--- src/rtl/swp_pkg.sv ---
package swp_pkg;

    typedef enum logic [2:0] {
        PH_IDLE  = 3'd0,
        PH_FETCH = 3'd1,
        PH_READ  = 3'd2,
        PH_WRITE = 3'd3,
        PH_NEXT  = 3'd4
    } phase_e;

    localparam logic [1:0] SZ_BYTE = 2'b00;
    localparam logic [1:0] SZ_HALF = 2'b01;
    localparam logic [1:0] SZ_WORD = 2'b10;

    function automatic logic size_legal(input logic [1:0] s);
        return (s == SZ_BYTE) || (s == SZ_WORD);
    endfunction

endpackage

--- src/rtl/swp_sched.sv ---
module swp_sched
    import swp_pkg::*;
#(
    parameter int AW = 32,
    parameter int DW = 32,
    parameter int RW = 4
) (
    input  logic          clk,
    input  logic          rst,
    input  logic          start,
    input  logic [AW-1:0] pc,
    input  logic [AW-1:0] base,
    input  logic [DW-1:0] src,
    input  logic [1:0]    size,
    input  logic [RW-1:0] dest,
    output phase_e        phase,
    output logic [AW-1:0] pc_q,
    output logic [AW-1:0] base_q,
    output logic [DW-1:0] src_q,
    output logic [1:0]    size_q,
    output logic [RW-1:0] dest_q,
    output logic          err
);

    typedef struct packed {
        phase_e        ph;
        logic [AW-1:0] pc;
        logic [AW-1:0] base;
        logic [DW-1:0] src;
        logic [1:0]    sz;
        logic [RW-1:0] dst;
        logic          err;
    } sched_t;

    sched_t st_d, st_q;

    always_comb begin
        st_d     = st_q;
        st_d.err = 1'b0;
        unique case (st_q.ph)
            PH_IDLE: begin
                if (start) begin
                    if (size_legal(size)) begin
                        st_d.ph   = PH_FETCH;
                        st_d.pc   = pc;
                        st_d.base = base;
                        st_d.src  = src;
                        st_d.sz   = size;
                        st_d.dst  = dest;
                    end else begin
                        st_d.err = 1'b1;
                    end
                end
            end
            PH_FETCH: st_d.ph = PH_READ;
            PH_READ:  st_d.ph = PH_WRITE;
            PH_WRITE: st_d.ph = PH_NEXT;
            PH_NEXT:  st_d.ph = PH_IDLE;
            default:  st_d.ph = PH_IDLE;
        endcase
    end

    always_ff @(posedge clk) begin
        if (rst) begin
            st_q <= '{ph: PH_IDLE, pc: '0, base: '0, src: '0, sz: '0, dst: '0, err: 1'b0};
        end else begin
            st_q <= st_d;
        end
    end

    assign phase  = st_q.ph;
    assign pc_q   = st_q.pc;
    assign base_q = st_q.base;
    assign src_q  = st_q.src;
    assign size_q = st_q.sz;
    assign dest_q = st_q.dst;
    assign err    = st_q.err;

endmodule

--- src/rtl/swp_busdec.sv ---
module swp_busdec
    import swp_pkg::*;
#(
    parameter int AW         = 32,
    parameter int DW         = 32,
    parameter int FETCH_OFS  = 8,
    parameter int NEXT_OFS   = 12
) (
    input  phase_e        phase,
    input  logic [AW-1:0] pc_q,
    input  logic [AW-1:0] base_q,
    input  logic [DW-1:0] src_q,
    input  logic [1:0]    size_q,
    output logic [AW-1:0] addr,
    output logic [1:0]    bus_size,
    output logic          wr,
    output logic          mem_req,
    output logic          seq,
    output logic          opfetch,
    output logic          lock,
    output logic [DW-1:0] wdata
);

    localparam logic [AW-1:0] FETCH_STEP = AW'(FETCH_OFS);
    localparam logic [AW-1:0] NEXT_STEP  = AW'(NEXT_OFS);

    always_comb begin
        addr     = '0;
        bus_size = 2'b00;
        wr       = 1'b0;
        mem_req  = 1'b0;
        seq      = 1'b0;
        opfetch  = 1'b0;
        lock     = 1'b0;
        wdata    = '0;
        unique case (phase)
            PH_FETCH: begin
                addr     = pc_q + FETCH_STEP;
                bus_size = SZ_WORD;
                mem_req  = 1'b1;
                opfetch  = 1'b1;
            end
            PH_READ: begin
                addr     = base_q;
                bus_size = size_q;
                mem_req  = 1'b1;
                lock     = 1'b1;
            end
            PH_WRITE: begin
                addr     = base_q;
                bus_size = size_q;
                wr       = 1'b1;
                lock     = 1'b1;
                wdata    = src_q;
            end
            PH_NEXT: begin
                addr     = pc_q + NEXT_STEP;
                bus_size = SZ_WORD;
                mem_req  = 1'b1;
                seq      = 1'b1;
            end
            default: ;
        endcase
    end

endmodule

--- src/rtl/swp_wb.sv ---
module swp_wb
    import swp_pkg::*;
#(
    parameter int DW = 32,
    parameter int RW = 4
) (
    input  logic          clk,
    input  logic          rst,
    input  phase_e        phase,
    input  logic [DW-1:0] rdata,
    input  logic          abort,
    input  logic [RW-1:0] dest_q,
    output logic          rf_we,
    output logic [RW-1:0] rf_waddr,
    output logic [DW-1:0] rf_wdata
);

    typedef struct packed {
        logic [DW-1:0] hold;
        logic          abt;
    } wb_t;

    wb_t wb_d, wb_q;

    always_comb begin
        wb_d = wb_q;
        unique case (phase)
            PH_FETCH: wb_d.abt = 1'b0;
            PH_READ: begin
                wb_d.hold = rdata;
                if (abort) wb_d.abt = 1'b1;
            end
            PH_WRITE: begin
                if (abort) wb_d.abt = 1'b1;
            end
            default: ;
        endcase
    end

    always_ff @(posedge clk) begin
        if (rst) begin
            wb_q <= '{hold: '0, abt: 1'b0};
        end else begin
            wb_q <= wb_d;
        end
    end

    assign rf_we    = (phase == PH_NEXT) && !wb_q.abt;
    assign rf_waddr = dest_q;
    assign rf_wdata = wb_q.hold;

endmodule

--- src/rtl/swap_seq.sv ---
module swap_seq
    import swp_pkg::*;
#(
    parameter int AW = 32,
    parameter int DW = 32,
    parameter int RW = 4
) (
    input  logic          clk,
    input  logic          rst,
    input  logic          start,
    input  logic [AW-1:0] pc,
    input  logic [AW-1:0] base,
    input  logic [DW-1:0] src,
    input  logic [1:0]    size,
    input  logic [RW-1:0] dest,
    input  logic [DW-1:0] rdata,
    input  logic          abort,
    output logic          busy,
    output logic          err,
    output logic [AW-1:0] addr,
    output logic [1:0]    bus_size,
    output logic          wr,
    output logic          mem_req,
    output logic          seq,
    output logic          opfetch,
    output logic          lock,
    output logic [DW-1:0] wdata,
    output logic          rf_we,
    output logic [RW-1:0] rf_waddr,
    output logic [DW-1:0] rf_wdata
);

    phase_e        phase;
    logic [AW-1:0] pc_q;
    logic [AW-1:0] base_q;
    logic [DW-1:0] src_q;
    logic [1:0]    size_q;
    logic [RW-1:0] dest_q;

    swp_sched #(.AW(AW), .DW(DW), .RW(RW)) u_sched (
        .clk    (clk),
        .rst    (rst),
        .start  (start),
        .pc     (pc),
        .base   (base),
        .src    (src),
        .size   (size),
        .dest   (dest),
        .phase  (phase),
        .pc_q   (pc_q),
        .base_q (base_q),
        .src_q  (src_q),
        .size_q (size_q),
        .dest_q (dest_q),
        .err    (err)
    );

    swp_busdec #(.AW(AW), .DW(DW), .FETCH_OFS(8), .NEXT_OFS(12)) u_bus (
        .phase    (phase),
        .pc_q     (pc_q),
        .base_q   (base_q),
        .src_q    (src_q),
        .size_q   (size_q),
        .addr     (addr),
        .bus_size (bus_size),
        .wr       (wr),
        .mem_req  (mem_req),
        .seq      (seq),
        .opfetch  (opfetch),
        .lock     (lock),
        .wdata    (wdata)
    );

    swp_wb #(.DW(DW), .RW(RW)) u_wb (
        .clk      (clk),
        .rst      (rst),
        .phase    (phase),
        .rdata    (rdata),
        .abort    (abort),
        .dest_q   (dest_q),
        .rf_we    (rf_we),
        .rf_waddr (rf_waddr),
        .rf_wdata (rf_wdata)
    );

    assign busy = (phase != PH_IDLE);

endmodule

--- config.mk ---
export PLATFORM = sky130hd
export DESIGN_NAME = swap_seq
export DESIGN_NICKNAME = d
export VERILOG_FILES = /design/src/rtl/swp_pkg.sv /design/src/rtl/swp_sched.sv /design/src/rtl/swp_busdec.sv /design/src/rtl/swp_wb.sv /design/src/rtl/swap_seq.sv
export SDC_FILE = /design/constraint.sdc
export NUM_CORES = 1
export LEC_CHECK = 0
export ABC_AREA = 1
export BUFFER_PORTS_ARGS = -buffer_cell sky130_fd_sc_hd__buf_2
export CAP_MARGIN = 0
export CORE_MARGIN = 3
export CORE_UTILIZATION = 30
export CTS_CLUSTER_SIZE = 28
export DETAILED_ROUTE_END_ITERATION = 10
export SETUP_SLACK_MARGIN = 0.05
export SYNTH_ARGS = -nofsm -noshare
export SYNTH_HDL_FRONTEND = slang
export SYNTH_SLANG_ARGS = --single-unit
export TNS_END_PERCENT = 30
--- constraint.sdc ---
create_clock -name clk -period 2.8 [get_ports clk]
set_input_delay 0.56 -clock clk [delete_from_list [all_inputs] [get_ports clk]]
set_output_delay 0.56 -clock clk [all_outputs]
set_load 0.02 [all_outputs]
==> impl_metrics.env <==
export IMPL_status="finished clean"
export IMPL_drc=0
export IMPL_insertion_delay_ns=0.42
export IMPL_post_place_ws_ns=0.3352
export IMPL_grt_pass1_wl_mm=38.90
export IMPL_worstPathCellList="nand2_1 -> nor2_2 -> nand2_2 -> nor2_2 -> nand2_1 -> nand2_1 -> nand3_1 -> nand3_1 -> buf_2"
export IMPL_synth_cells=1069
export IMPL_ir_drop_uv=357.4
export IMPL_clock_sinks=139
export IMPL_ioPinCount=248
export IMPL_vias=7655
export IMPL_die_area_um2=26720
export IMPL_critPathKind="reg2out"
export IMPL_crit_buf_inv=1
export IMPL_yosys_area_top_type="dfxtp_1"
export IMPL_yosys_area_top_type_share_pct=37.41
export IMPL_cts_buffers=17
export IMPL_wl_per_cell_um=15.94
export IMPL_drive_gt1_share_pct=31.18
export IMPL_htreeDepth=4
export IMPL_cts_root_buffer="clkbuf_16"
export IMPL_cap_violations=0
export IMPL_cpLargestDelayFamily="simple AND/OR/NAND/NOR gates"
export IMPL_ys_seq_area_share_pct=37.41
export IMPL_yosysMostFrequentCell="nand2_1"
export IMPL_antenna_found_initial=4
export IMPL_power_density_nw_per_um2=554.8
export IMPL_syn2layout_area_growth_pct=25.79
export IMPL_routed_wl_mm=25.29
export IMPL_crit_path_max_fanout=5
export IMPL_crit_required_ns=2.24
export IMPL_power_leakage_nw=3.995
export IMPL_drt_iter0_drc=414
export IMPL_die_w_um=163.5
export IMPL_cts_tree="built"
export IMPL_worstPathArrival_ns=2.08
export IMPL_drt_first_pass_iters=6
export IMPL_yosys_warnings=0
export IMPL_power_mw=5.191
export IMPL_slowest_stage="dfxtp_1"
export IMPL_hold_violations=0
export IMPL_maxSlewViolCount=0
export IMPL_synth_top_cells_by_area="dfxtp_1, nand2_1, a211oi_2"
export IMPL_io_buffers=247
export IMPL_cts_setup_buffers=0
export IMPL_fp_dieH_um=163.5
export IMPL_grt_max_degree=161
export IMPL_syn_area_um2=7438
export IMPL_antenna_left=0
export IMPL_synthArstFlopShare_pct=0
export IMPL_rsz0062_at_grt="false"
export IMPL_setup_violations=0
export IMPL_fin_ws_ns=0.1577
export IMPL_crit_path_start_kind="register"
export IMPL_row_count=56
export IMPL_cpPeakStageDelay_ns=0.44
export IMPL_synth_edff_count=0
export IMPL_whs_ns=0.3777
export IMPL_hold_path_class="in2reg"
export IMPL_yosysUniqueCellTypes=32
export IMPL_gp_congestion=0.8914
export IMPL_initial_core_util_pct=31.13
export IMPL_fmax_mhz=378.5
export IMPL_fin_skew_ns=0.009303
export IMPL_slew_limit_headroom_pct=40.99
export IMPL_finalCritPeriodShare_pct=94.37
export IMPL_period_minus_slack_ns=2.642
export IMPL_fin_nets=1395
export IMPL_grt_pass1_vias=7301
export IMPL_hpwl_mm=18.53
export IMPL_routed_via_density=4.824
export IMPL_cts_clk_slew_worst_paths_ns=0.07
export IMPL_cp_common_cell="nand2_1"
export IMPL_grt_ovfl_total=0
export IMPL_hold_buffers=0
export IMPL_synthTopCellsByCount="nand2_1, dfxtp_1, nor2_1, nand3_1, a21oi_1"
export IMPL_fin_setup_tns_ns=0
export IMPL_grt_util_all_layers_pct=18.60
export IMPL_worst_slew_pin_slew_ns=0.8851
export IMPL_synth_seq_cells=139
export IMPL_clock_path_buffers=2
export IMPL_placeableCoreArea_um2=23890
export IMPL_synth_top_flop_cell="dfxtp_1"
export IMPL_synth_avg_cell_area_um2=6.958
export IMPL_endpoint_kind="primary output"
export IMPL_syn_num_nets=1210
[repair_timing]
action	4_1_cts	5_1_grt
pin swaps	0	2
setup endpoints to repair	20	23
endpoints found under the hold margin	0	0
gates resized for setup	12	28
[final cells by class]
class                   count  area, um^2
well taps                 319       399.1
clock inverters            13       130.1
flip-flops and latches    139        2789
multi-input cells         745        3872
fillers                  2526       14540
inverters                  91       349.1
diodes                      1       2.502
repair buffers            260        1381
clock buffers              19       432.9
[per-stage QoR]
stage | std cells | cell area, um^2 | util, %
floorplan | 1069 | 7438 | -
global placement | 1554 | 8686 | 36.35
global route | 1587 | 9356 | 39.16
detailed placement | 1554 | 8686 | 36.35
CTS | 1586 | 9283 | 38.85
finish | 1587 | 9356 | 39.16
[flip-flops by register name (all words and copies together), names as in the netlist]
signal / cells
u_sched.base_q: 32
u_sched.dest_q: 4
u_sched.err: 1
u_sched.pc_q: 32
u_sched.phase: 3
u_sched.size_q: 2
u_sched.src_q: 32
u_wb.rf_wdata: 32
u_wb.wb_q: 1
[worst min-delay path, stage by stage]
cell	delay [ns]
buf_2	0.10
nand2_1	0.05
a21oi_1	0.05
[report_power, final]
group	total, mW	switching, mW	internal [mW]
Clock	2.22	0.975	1.24
Sequential	2.20	0.0886	2.11
Combinational	0.774	0.495	0.279
[routing by layer]
metal,vias up,GRT usage [%],share of wire [%]
li1,3848,-,-
met1,3533,23.18,43
met2,229,30.43,47
met3,39,6.188,7.6
met4,6,5.805,2.2
met5,-,0,0.19
[worst paths after layout]
kind                                                startpoint                             end  slack [ns]  cells past startpoint
worst max-delay path             u_sched.pc_q[16]$_SDFFE_PP0P_                        addr[23]        0.16                      9
worst max register to register   u_sched.phase[2]$_SDFFE_PP0P_   u_sched.pc_q[23]$_SDFFE_PP0P_        0.71                      5
worst min register to register  u_sched.size_q[0]$_SDFFE_PP0P_  u_sched.size_q[0]$_SDFFE_PP0P_        0.45                      2
worst min-delay path                                   dest[1]  u_sched.dest_q[1]$_SDFFE_PP0P_        0.38                      3
[placed cells by master, fill, tap and decap left out, drive strengths merged]
master    synthesis  routed
ha                3       3
o21ai            25      25
buf              67     260
clkinv            0       1
clkbuf           27      19
a21oi            87      87
o221ai            2       2
inv              91      98
clkinvlp          0       4
diode             0       1
dfxtp           139     139
o211ai            4       4
nor3              5       5
bufinv            0       1
nand4            35      35
xor2              2       2
nand2           281     281
a211oi           58      58
nor2            146     146
nand3            96      96
o21bai            1       1
[kinds of logic (layout without fill, tap and decap cells)]
logic type      count (synthesis)  after routing  synth area share, %
simple gates                  563            563                32.68
buf+inv                       185            383                11.74
flops                         139            139                37.41
fa+ha+maj                       3              3               0.5047
other cells                     0              1                    0
compound gates                177            177                17.43
xor+xnor                        2              2               0.2355
No activity file was read; power rests on OpenSTA's default activity.
